--- src/rtl/steer_lock_pkg.sv ---
package steer_lock_pkg;
  localparam int NUM_AGENTS = 2;
  localparam int AGENT_HOST = 0;
  localparam int AGENT_FW   = 1;
  typedef logic [NUM_AGENTS-1:0] agent_vec_t;
endpackage

--- src/rtl/steer_lock_arb.sv ---
module steer_lock_arb
  import steer_lock_pkg::*;
(
  input  logic       clk,
  input  logic       rst,
  input  agent_vec_t claim_i,
  input  agent_vec_t release_i,
  output agent_vec_t owner_q_o,
  output agent_vec_t owner_d_o
);
  agent_vec_t owner_q, owner_d;
  logic       fw_turn_q, fw_turn_d;

  always_comb begin
    owner_d   = owner_q;
    fw_turn_d = fw_turn_q;
    if (owner_q == '0) begin
      if (&claim_i) begin
        owner_d   = fw_turn_q ? agent_vec_t'(1 << AGENT_FW) : agent_vec_t'(1 << AGENT_HOST);
        fw_turn_d = ~fw_turn_q;
      end else if (claim_i[AGENT_HOST]) begin
        owner_d = agent_vec_t'(1 << AGENT_HOST);
      end else if (claim_i[AGENT_FW]) begin
        owner_d = agent_vec_t'(1 << AGENT_FW);
      end
    end else if (|(owner_q & release_i)) begin
      owner_d = '0;
    end
  end

  always_ff @(posedge clk) begin
    if (rst) begin
      owner_q   <= '0;
      fw_turn_q <= 1'b0;
    end else begin
      owner_q   <= owner_d;
      fw_turn_q <= fw_turn_d;
    end
  end

  assign owner_q_o = owner_q;
  assign owner_d_o = owner_d;

  assert_single_owner_R11: assert property (@(posedge clk) disable iff (rst)
    $onehot0(owner_q));

  assert_collision_grants_one_R7: assert property (@(posedge clk) disable iff (rst)
    (owner_q == '0 && &claim_i) |=> $countones(owner_q) == 1);

  generate
    for (genvar g = 0; g < NUM_AGENTS; g++) begin : g_chk
      assert_owner_kept_R3: assert property (@(posedge clk) disable iff (rst)
        (owner_q[g] && !release_i[g]) |=> owner_q[g]);
      assert_release_frees_R4: assert property (@(posedge clk) disable iff (rst)
        (owner_q[g] && release_i[g]) |=> owner_q == '0);
    end
  endgenerate
endmodule

--- src/rtl/steer_lock_port.sv ---
module steer_lock_port #(
  parameter int ADDR_W = 12,
  parameter int DATA_W = 32,
  parameter logic [ADDR_W-1:0] LOCK_ADDR = 12'hFD0
) (
  input  logic              clk,
  input  logic              rst,
  input  logic              req_i,
  input  logic              we_i,
  input  logic [ADDR_W-1:0] addr_i,
  input  logic [DATA_W-1:0] wdata_i,
  input  logic              holds_next_i,
  input  logic              holds_now_i,
  output logic              claim_o,
  output logic              release_o,
  output logic [DATA_W-1:0] rdata_o,
  output logic              rvalid_o
);
  logic hit;
  logic [DATA_W-1:0] rdata_q;
  logic rvalid_q;

  assign hit       = req_i && (addr_i == LOCK_ADDR);
  assign claim_o   = hit && !we_i;
  assign release_o = hit && we_i && wdata_i[0];

  always_ff @(posedge clk) begin
    if (rst) begin
      rvalid_q <= 1'b0;
      rdata_q  <= '0;
    end else begin
      rvalid_q <= claim_o;
      rdata_q  <= claim_o ? DATA_W'(holds_next_i) : '0;
    end
  end

  assign rdata_o  = rdata_q;
  assign rvalid_o = rvalid_q;

  assert_grant_means_owner_R1: assert property (@(posedge clk) disable iff (rst)
    (rvalid_q && rdata_q[0]) |-> holds_now_i);

  assert_no_response_off_addr_R9: assert property (@(posedge clk) disable iff (rst)
    (req_i && (addr_i != LOCK_ADDR)) |=> !rvalid_q);
endmodule

--- src/rtl/steer_lock_top.sv ---
module steer_lock_top
  import steer_lock_pkg::*;
#(
  parameter int ADDR_W = 12,
  parameter int DATA_W = 32,
  parameter logic [ADDR_W-1:0] LOCK_ADDR = 12'hFD0
) (
  input  logic              clk,
  input  logic              rst,
  input  logic              host_req,
  input  logic              host_we,
  input  logic [ADDR_W-1:0] host_addr,
  input  logic [DATA_W-1:0] host_wdata,
  output logic [DATA_W-1:0] host_rdata,
  output logic              host_rvalid,
  input  logic              host_sel_req,
  output logic              host_sel_we,
  input  logic              fw_req,
  input  logic              fw_we,
  input  logic [ADDR_W-1:0] fw_addr,
  input  logic [DATA_W-1:0] fw_wdata,
  output logic [DATA_W-1:0] fw_rdata,
  output logic              fw_rvalid,
  input  logic              fw_sel_req,
  output logic              fw_sel_we
);
  logic [NUM_AGENTS-1:0]             req_a, we_a, rvalid_a;
  logic [NUM_AGENTS-1:0][ADDR_W-1:0] addr_a;
  logic [NUM_AGENTS-1:0][DATA_W-1:0] wdata_a, rdata_a;
  agent_vec_t claim, rel, owner_q, owner_d, sel_req_a;

  assign req_a     = {fw_req, host_req};
  assign we_a      = {fw_we, host_we};
  assign addr_a    = {fw_addr, host_addr};
  assign wdata_a   = {fw_wdata, host_wdata};
  assign sel_req_a = {fw_sel_req, host_sel_req};

  generate
    for (genvar g = 0; g < NUM_AGENTS; g++) begin : g_port
      steer_lock_port #(
        .ADDR_W(ADDR_W), .DATA_W(DATA_W), .LOCK_ADDR(LOCK_ADDR)
      ) u_port (
        .clk(clk), .rst(rst),
        .req_i(req_a[g]), .we_i(we_a[g]), .addr_i(addr_a[g]), .wdata_i(wdata_a[g]),
        .holds_next_i(owner_d[g]), .holds_now_i(owner_q[g]),
        .claim_o(claim[g]), .release_o(rel[g]),
        .rdata_o(rdata_a[g]), .rvalid_o(rvalid_a[g])
      );
    end
  endgenerate

  steer_lock_arb u_arb (
    .clk(clk), .rst(rst),
    .claim_i(claim), .release_i(rel),
    .owner_q_o(owner_q), .owner_d_o(owner_d)
  );

  assign host_sel_we = host_sel_req && owner_q[AGENT_HOST];
  assign fw_sel_we   = fw_sel_req && owner_q[AGENT_FW];
  assign host_rdata  = rdata_a[AGENT_HOST];
  assign host_rvalid = rvalid_a[AGENT_HOST];
  assign fw_rdata    = rdata_a[AGENT_FW];
  assign fw_rvalid   = rvalid_a[AGENT_FW];

  assert_sel_exclusive_R8: assert property (@(posedge clk) disable iff (rst)
    !(host_sel_we && fw_sel_we));
endmodule

--- config.mk ---
export PLATFORM = sky130hd
export DESIGN_NAME = steer_lock_top
export DESIGN_NICKNAME = d
export VERILOG_FILES = /design/src/rtl/steer_lock_pkg.sv /design/src/rtl/steer_lock_arb.sv /design/src/rtl/steer_lock_port.sv /design/src/rtl/steer_lock_top.sv
export SDC_FILE = /design/constraint.sdc
export NUM_CORES = 1
export LEC_CHECK = 0
export ABC_AREA = 1
export BUFFER_PORTS_ARGS = -buffer_cell sky130_fd_sc_hd__buf_2
export CELL_PAD_IN_SITES_DETAIL_PLACEMENT = 0
export CELL_PAD_IN_SITES_GLOBAL_PLACEMENT = 1
export CORE_ASPECT_RATIO = 0.9
export CORE_MARGIN = 3
export CORE_UTILIZATION = 13
export CTS_CLUSTER_SIZE = 28
export DETAILED_ROUTE_END_ITERATION = 10
export PLACE_DENSITY = 0.82
export SLEW_MARGIN = 30
export SYNTH_ARGS = -nofsm -noshare
export SYNTH_HDL_FRONTEND = slang
export SYNTH_SLANG_ARGS = --single-unit
--- constraint.sdc ---
create_clock -name clk -period 0.9 [get_ports clk]
set_input_delay 0.09 -clock clk [delete_from_list [all_inputs] [get_ports clk]]
set_output_delay 0.09 -clock clk [all_outputs]
set_load 0.02 [all_outputs]
-- Word-level counts from Yosys, hierarchy flattened
Index checks and enable logic that the tools add are counted.
- equal/unequal tests: 2
- muxes and demuxes: 6
- bitwise gates (word level): 4
- reductions and logical operators: 18
- operators with widths (operator ; number):
    $eq 12x12->1 const B ; 2
    $mux 2 ; 6
    $logic_and 1x1->1 ; 10
    $reduce_or 2->1 ; 3
    $not 1->1 ; 3
    $reduce_and 3->1 ; 1
    $and 2x2->2 ; 1
    $logic_not 1->1 ; 2
    $logic_not 2->1 ; 1
    $reduce_and 2->1 ; 1
- register bits: 69
- output and inout bits: 68

-- Depth between registers and ports, before layout
Gate-level depths: netlist of run 1.
- word-level depth: 8
- depth in mapped cells: 10

-- Modules after synthesis
From an unflattened synthesis of run 1, not the netlist that was laid out.
- cell total of the unflattened synthesis: 147
- area total of the unflattened synthesis: 955.9 um^2
- by module, submodules not included (module ; instances ; cells an instance ; area an instance (um^2) ; sequential area each (um^2)):
    steer_lock_port ; 2 ; 60 ; 396.6 ; 40.0
    steer_lock_arb ; 1 ; 23 ; 147.6 ; 60.1
    steer_lock_top ; 1 ; 4 ; 15.0 ; 0.0

-- Worst setup path before layout of run 1
No wires, ideal clock.
- path kind: input-to-reg
- start point: in fw_addr[3]
- end point: reg u_arb.owner_q[0] (netlist: u_arb.owner_q_o[0])
- setup time: 118 ps
- data arrival time: 811 ps
- setup slack: -29 ps
- stages: 7
- cells stage by stage: or2_1 nor2_2 nand3_1 nor2_2 nand2_1 nand2_2 a21oi_1
- longest elaborated chain between the ends: 8
- elaborated cells on any way between the ends: 13
- RTL lines (what ; line ; RTL):
    start, declared ; steer_lock_top.sv:20 ; input logic [ADDR_W-1:0] fw_addr,
    $eq 12x12->1 * ; steer_lock_port.sv:23 ; assign hit = req_i && (addr_i == LOCK_ADDR);
    $logic_and 1x1->1 * ; steer_lock_port.sv:23 ;
    $logic_and 1x1->1 (2 in a row) ; steer_lock_port.sv:25 ; assign release_o = hit && we_i && wdata_i[0];
    $and 2x2->2 ; steer_lock_arb.sv:26 ; end else if (|(owner_q & release_i)) begin
    $reduce_or 2->1 ; steer_lock_arb.sv:26 ;
    $mux 2 ; steer_lock_arb.sv:26 ;
    $mux 2 * ; steer_lock_arb.sv:17 ; if (owner_q == '0) begin
    end signal, assigned ; steer_lock_arb.sv:36 ; owner_q <= owner_d;
    end, declared ; steer_lock_arb.sv:11 ; agent_vec_t owner_q, owner_d;
Mark *: on every way between the ends. The rest lies on a longest branch, timed or not.
A chain may end at the register's enable or synchronous reset.

-- Final worst setup path of run 1
- start point: reg u_arb.owner_q[0] (netlist: u_arb.owner_q_o[0])
- end point: out host_sel_we
- longest elaborated chain between the ends: 1
- RTL lines (what ; line ; RTL):
    $logic_and 1x1->1 ; steer_lock_top.sv:58 ; assign host_sel_we = host_sel_req && owner_q[AGENT_HOST];
    end, declared ; steer_lock_top.sv:17 ; output logic host_sel_we,
Every way passes these cells.

==> results.md, run 1 <==
Outcome:
- The run finished, with violations left.
- The final reports fail on setup timing.

Drt:
- Once detail routing completed, the nets flagged for antenna violations numbered 0.
- The via density per instance is 2.88.
- The average routed wire per standard cell is 6.98 um.
- The routed design has 1980 um of wire.
- The vias after detailed routing is 818.
- In the routed design, unresolved DRC markers number 0.
- The count of TritonRoute iterations in the first routing pass is 2.
- The starting DRC count in detailed routing is 6.

Worst setup path:
- The critical path startpoint is u_arb.owner_q_o[0].
- For the worst flop-to-flop path, the logic depth is 6.
- The worst register-to-register path ends at u_arb.fw_turn_q.
- The element type at the critical path start is a flop.
- The startpoint of the worst register-to-register path is u_arb.owner_q_o[1].
- The critical path is of the flop to output port type.
- STA puts the critical path data arrival time at 0.86 ns.
- The reg-to-reg setup timing slack is -0.03 ns.
- STA classifies the critical path endpoint as an output port.
- Data on the critical path is required at its endpoint by 0.81 ns.
- In this run the worst path has a maximum fanout of 3.

STA:
- The number of failing hold endpoints at the final stage came to 0.
- The final number of max-transition violations came to 0.
- After layout, the worst setup slack is -0.0549 ns.
- For the final routed database, the setup TNS stands at -0.138 ns.
- Across the routed clock network, the largest skew measured is 0.00250 ns.
- Setup repair after global routing could not meet its margin everywhere.
- The period utilization is 106%.
- The number of setup violations in the final report is 6.
- The maximum frequency from static timing analysis is 1050 MHz.
- The minimum period implied by the final worst setup slack is 0.955 ns.

GRT:
- The total overflow left after global routing is 0.
- Entering global routing, the biggest net connects 5 pins.
- The via count of the first global-routing pass is 635.
- The first global-routing pass estimated 2460 um of wire.
- Global routing used 3.76% of the available tracks across all layers.
- The number of antenna violations at the first check in global routing came to 0.

Synthesis:
- After synthesis, the netlist uses 16 different library cells.
- The count of yosys warnings during synthesis is 0.
- Of the synthesized area, sequential elements account for 14.8%.
- In this run the cell area of the synthesized design comes to 945 um^2.
- The average instance in the mapped netlist occupies 6.47 um^2.
- The synthesized design devotes to its leading area cell type 49.3% of total area.
- The cell count after synthesis is 146.
- Of all cell types, the one taking the most synthesized area is sky130_fd_sc_hd__buf_4.
- After synthesis, the cell types taking the most area are sky130_fd_sc_hd__buf_4 (49%), sky130_fd_sc_hd__dfxtp_1 (15%), sky130_fd_sc_hd__nand2_1 (8.7%).
- After synthesis the netlist holds a flip-flop and latch count of 7.

Clock tree:
- Clock-pin slew was measured on the worst setup and hold paths at 0.04 ns.
- In this run, CTS created clock tree buffers numbering 3.
- The number of hold buffers added after CTS was 0.
- The clock sink count is 7.
- The TritonCTS clock tree is yes.
- CTS built an H-tree with a depth of 1.
- The root cell of the clock tree is sky130_fd_sc_hd__clkbuf_8.
- The largest buffer count on any clock path is 2.
- The clock reaches the later pin of the worst-skew pair after 0.22 ns.

Placed design:
- The worst setup slack before clock tree synthesis is -0.291 ns.
- After legalization and detailed placement, the total HPWL measured 1830 um.
- Once placement completed, the tool counted placed cells totaling 279.
- Port buffering added 39 buffers.
- Routability-driven placement finished with a final weighted congestion of 0.726.

Floorplan:
- 164 I/O pins were placed.
- The number of rows created at floorplan is 28.
- The overall die area is 0.00833 mm^2.
- The floorplan step set the die height to 86.9 um.
- The die extent in x is 95.9 um.
- For this configuration, the core starts out at a cell density of 13.9%.
- The total area inside the core boundary comes to 0.00680 mm^2.

Cells and area:
- Relative to the synthesized area, the layout overhead comes to 24.8%.
- The number of antenna repair diodes is 0.
- The count of nets after finishing is 291.
- The finished layout holds 284 standard cells, fillers aside.
- The multi-input logic area is 557 um^2.
- Summing all flip-flop and latch instances after layout gives 145 um^2.
- The layout has 797 filler cells.
- Cells with a size suffix above 1 make up 35.1% of the layout.

Power and ir drop:
- After layout, the design draws a total of 1.11 mW.
- The peak supply drop is 252 uV.
- The leakage dissipation is 0.650 nW.
- For this design the ratio of total power to cell area is 942 mW/mm^2.

Hold path:
- In this run the most critical hold path is launched from rst.
- The worst hold path passes through 2 cells.
- For hold timing, the worst endpoint is u_arb.owner_q_o[1].
- The path type of the worst min-delay path is input pin to flop.

Job:
- The max-capacitance violation count is 0.
layout make-up:
cell class	instances	area share, %
Tap cell	90	9.55
Multi-Input combinational cell	123	47.2
Inverter	15	4.78
Sequential cell	7	12.3
Timing Repair Buffer	45	22.3
Clock buffer	4	3.82
flip-flops by register name (all words and copies together), names as in the netlist:
register,flops
g_port.u_port.rvalid_o,2
u_arb.fw_turn_q,1
g_port.u_port.rdata_o,2
u_arb.owner_q_o,2
cell families (layout without fill, tap and decap cells):
family | count (synthesis) | in the layout | share of synthesized area (%)
compound gates | 5 | 5 | 3.31
simple gates | 56 | 56 | 26.2
flops | 7 | 7 | 14.8
other cells | 1 | 62 | 0.397
buf+inv | 77 | 64 | 55.2
repair_timing:
action	CTS	global route
endpoints found under the setup margin	7	7
pin swaps	4	3
buffers inserted	1	0
resized for setup	14	9
per-stage QoR:
| step | util (%) | hold WS, ns | instance area [um^2] |
|---|---|---|---|
| after floorplan | - | 0.159 | 1170 |
| after global routing | 17.3 | 0.0691 | 1180 |
| after global placement | 15.5 | 0.308 | 1050 |
| after CTS | 16.9 | 0.0567 | 1150 |
| after detailed placement | 15.5 | 0.302 | 1050 |
| final | 17.3 | 0.0683 | 1180 |
cells in the final DEF, fill, tap and decap left out, drive strengths merged:
| master | count |
|---|---|
| buf | 45 |
| nor2 | 18 |
| nand4 | 2 |
| clkbuf | 4 |
| nand3 | 9 |
| nand2b | 1 |
| dfxtp | 7 |
| and3 | 1 |
| conb | 62 |
| or2 | 1 |
| nand2 | 23 |
| a21boi | 1 |
| a21oi | 4 |
| inv | 15 |
| nor3 | 1 |
layer usage:
metal	global-route usage, %	wire length (um)	up-vias
met5	0	0	-
met4	2.33	14	0
met3	0.346	155	2
met2	7.70	1220	38
met1	3.44	593	362
li1	-	-	416
synth_stat cells:
cell / n
sky130_fd_sc_hd__buf_4: 62
sky130_fd_sc_hd__nand2_1: 22
sky130_fd_sc_hd__inv_1: 15
sky130_fd_sc_hd__nor2_1: 14
sky130_fd_sc_hd__nand3_1: 9
sky130_fd_sc_hd__dfxtp_1: 7
sky130_fd_sc_hd__a21oi_1: 4
sky130_fd_sc_hd__nor2_2: 4
sky130_fd_sc_hd__nand4_1: 2
sky130_fd_sc_hd__a21boi_2: 1
sky130_fd_sc_hd__and3_1: 1
sky130_fd_sc_hd__conb_1: 1
sky130_fd_sc_hd__nand2_2: 1
sky130_fd_sc_hd__nand2b_1: 1
sky130_fd_sc_hd__nor3_1: 1
sky130_fd_sc_hd__or2_1: 1
power breakdown:
group	total [mW]	internal [mW]	switching [mW]
clock network	0.437	0.306	0.131
logic	0.364	0.0766	0.287
registers	0.309	0.309	0.000361
total	1.11	0.692	0.418
worst max-delay path, cell delays in order (launching register included):
cell,delay [ns]
sky130_fd_sc_hd__dfxtp_2,0.33
sky130_fd_sc_hd__buf_6,0.12
sky130_fd_sc_hd__nand2_2,0.05
sky130_fd_sc_hd__inv_2,0.03
sky130_fd_sc_hd__buf_6,0.12
worst max path at each step:
stage / to / slack (ns) / cells after the start
after floorplan: u_arb.owner_q_o[0] / -0.03 / 7
final: host_sel_we / -0.05 / 4
after detailed placement: u_arb.fw_turn_q / -0.29 / 9
after CTS: host_sel_we / -0.06 / 4
after global routing: u_arb.fw_turn_q / -0.1 / 6
after global placement: u_arb.fw_turn_q / -0.24 / 9
No activity file was read; power rests on OpenSTA's default activity.
==> inputs of run 2 (changes only) <==
PLACE_DENSITY = unset   (was 0.82)
PLACE_DENSITY_LB_ADDON = 0.1   (was unset)
TNS_END_PERCENT = 100   (was unset)
==> results.md, run 2 (same netlist as run 1, synthesis figures left out) <==
STA:
- The final number of max-transition violations is 0 (unchanged).
- The maximum frequency from static timing analysis is 1030 MHz (-1.9%).
- The minimum period implied by the final worst setup slack is 0.973 ns (+0.0183 ns).
- The final worst hold slack is 0.0845 ns (+0.0162 ns).
- The final setup slack of the worst path is -0.0731 ns (-0.0183 ns).
- Setup repair after global routing could not meet its margin everywhere.
- The period utilization is 108% (+2.0 points).
- The number of failing hold endpoints at the final stage is 0 (unchanged).
- The worst clock skew is 0.00165 ns (-0.000845 ns).
- The number of setup violations in the final report is 5 (-1).

Worst setup path:
- The kind of cell with the highest combined delay along the critical path is flip-flops.
- The critical path startpoint is u_arb.owner_q_o[1].
- The worst path required time is 0.81 ns (about the same).
- In this run the critical register-to-register path is launched from u_arb.owner_q_o[0].
- The reg-to-reg setup timing slack came to -0.03 ns (about the same).
- The worst stage delay on the critical path is 0.35 ns (+0.02 ns).
- The critical path ends at fw_sel_we.
- The most frequent cell on the critical path is sky130_fd_sc_hd__buf_6.
- The critical path is of the flop to output port type.
- The cell count of the worst reg-to-reg path is 6 (unchanged).
- The data arrival time of the worst path is 0.88 ns (+0.02 ns).
- The kind of capture point of the worst setup path is an output port.
- For this design, the slowest cell found on the critical path is sky130_fd_sc_hd__dfxtp_4.
- The element type at the critical path start is a flop.
- The critical path goes through buf_6, nand2_2, inv_2, buf_6.
- The top fanout value on the critical path is 4 (+1).
- The critical path depth is 4 (unchanged).
- The worst register-to-register path ends at u_arb.fw_turn_q.
- The count of buffering cells on the critical path with inverters included is 3 (unchanged).

Power and ir drop:
- The power density relative to cell area was 855 mW/mm^2 (-9.3%).
- The leakage dissipation is 0.703 nW (+8.3%).
- The peak supply drop is 331 uV (+31%).
- The reported net switching power was 0.413 mW (-1.4%).
- The switching portion of total power is 37.2% (-0.53 points).
- The sequential cell fraction of total power is 27.6% (-0.3 points).
- The total chip power was 1.11 mW (about the same).
- The combinational group share of total power is 33.8% (+1.0 points).
- The internal power consumption is 0.697 mW (+0.84%).
- The portion of total power attributed to the clock network is 38.5% (-0.8 points).

Placed design:
- The last weighted congestion value of the routability-driven placer came to 0.617 (-15%).
- The count of port buffers added during placement came to 39 (unchanged).
- The placed instance count came to 286 (+2.5%).
- The estimated wirelength of the detail-placed design is 1980 um (+8.2%).

Hold path:
- The tightest min-delay check is of the input pin to flop type.

Cells and area:
- Compared with the post-synthesis result, the final layout area differs by 37.5%.
- The fraction of layout instances using a drive strength above 1 came to 40.9% (+5.8 points).
- The final core utilization is 19.1% (+1.8 points).
- The number of antenna repair diodes is 0 (unchanged).
- The final cell count without fillers is 293 (+3.2%).
- The most common library cell in the layout ignoring fill and taps is sky130_fd_sc_hd__conb_1.
- The count of nets after finishing is 300 (+3.1%).
- The library cells used most frequently in the layout, excluding fill and tap cells, are sky130_fd_sc_hd__conb_1 (62), sky130_fd_sc_hd__buf_2 (35), sky130_fd_sc_hd__nand2_1 (17), sky130_fd_sc_hd__nor2_1 (13).

Floorplan:
- The overall die area is 0.00833 mm^2 (unchanged).
- The die height is 86.9 um (unchanged).
- The number of rows created at floorplan is 28 (unchanged).
- The top-level port count is 164 (unchanged).
- The die extent in x is 95.9 um (unchanged).
- The starting density of the core is 13.9% (unchanged).
- The area of the placeable core is 0.00680 mm^2 (unchanged).

Clock tree:
- The worst-skew pair later-pin latency was 0.22 ns (about the same).
- The largest buffer count on any clock path is 2 (unchanged).
- The TritonCTS clock tree is yes.
- The number of buffers created by CTS is 3 (unchanged).
- The quantity of hold-fixing buffers added after cts is 0 (unchanged).
- The maximum level of the CTS H-tree came to 1 (unchanged).
- The tree is rooted in a sky130_fd_sc_hd__clkbuf_8.
- The clock sink count came to 7 (unchanged).
- The clock transition time at the flip-flop clock pins of the worst setup and hold paths is 0.04 ns (about the same).

Drt:
- The via density per instance is 2.91 (+1.2%).
- The starting DRC count in detailed routing is 6 (unchanged).
- The vias after detailed routing is 854 (+4.4%).
- The final routed DRC violation total is 0 (unchanged).
- The count of nets left with antenna violations after detail routing was 0 (unchanged).
- The count of TritonRoute iterations in the first routing pass is 4 (+2).
- The final wirelength came to 2150 um (+8.6%).
- The average routed wire per standard cell is 7.34 um (+5.2%).

GRT:
- The remaining global-route overflow is 0 (unchanged).
- The number of antenna violations at the first check in global routing is 0 (unchanged).
- The global-route wire length before repair is 2900 um (+18%).
- The via count of the first global-routing pass came to 665 (+4.7%).
- The largest net degree at the start of global routing is 5 (unchanged).
- The global-route total usage across every layer is 4.51% (+0.75 points).

Outcome:
- The flow ran to the end, but the final reports show violations.
- The final reports fail on setup timing.

Job:
- The max-capacitance violation count is 0 (unchanged).
[run 2: final cells by class]
class,count,area (um^2)
fill,816,5500
multi-input combinational,123,593
tap,90,113
clock buffer,4,45.0
inverter,15,56.3
timing repair buffer,54,344
sequential,7,148
[run 2: per-stage QoR]
step	worst slack, ns	instance area (um^2)	setup TNS [ns]
final	-0.0731	1300	-0.170
after global routing	-0.111	1300	-0.683
after CTS	-0.0737	1230	-0.336
after detailed placement	-0.290	1110	-1.59
after global placement	-0.264	1110	-1.50
after floorplan	-0.0278	1170	-0.0461
[run 2: what timing repair did]
item | 4_1_cts | 5_1_grt
pin swaps | 1 | 4
gates resized for setup | 17 | 18
buffers inserted | 2 | 1
setup endpoints to repair | 8 | 8
hold endpoints to repair | 0 | 0
[run 2: worst min-delay path by stage]
stage,from,end,slack [ns],depth (start not counted)
5_1_grt,rst,u_arb.owner_q_o[1],0.09,2
4_1_cts,rst,u_arb.owner_q_o[1],0.09,2
2_1_floorplan,rst,u_arb.owner_q_o[0],0.16,1
3_3_place_gp,rst,u_arb.owner_q_o[0],0.33,2
3_5_place_dp,rst,u_arb.owner_q_o[0],0.33,2
6_report,rst,u_arb.owner_q_o[1],0.08,2
[run 2: metal layers]
layer	wire length (um)	part of all wire [%]	GRT usage, %
met3	355	16	2.25
met5	0	0	0
met4	25	1.2	1.55
met1	828	38	5.78
met2	942	44	6.50
[run 2: power groups by stage]
| stage | Sequential [mW] | Clock, mW | Combinational [mW] |
|---|---|---|---|
| 3_5_place_dp | 0.317 | 0 | 0.359 |
| 6_report | 0.307 | 0.428 | 0.375 |
| 3_3_place_gp | 0.317 | 0 | 0.361 |
| 2_1_floorplan | 0.317 | 0 | 0.464 |
| 4_1_cts | 0.312 | 0.449 | 0.363 |
| 5_1_grt | 0.306 | 0.478 | 0.411 |
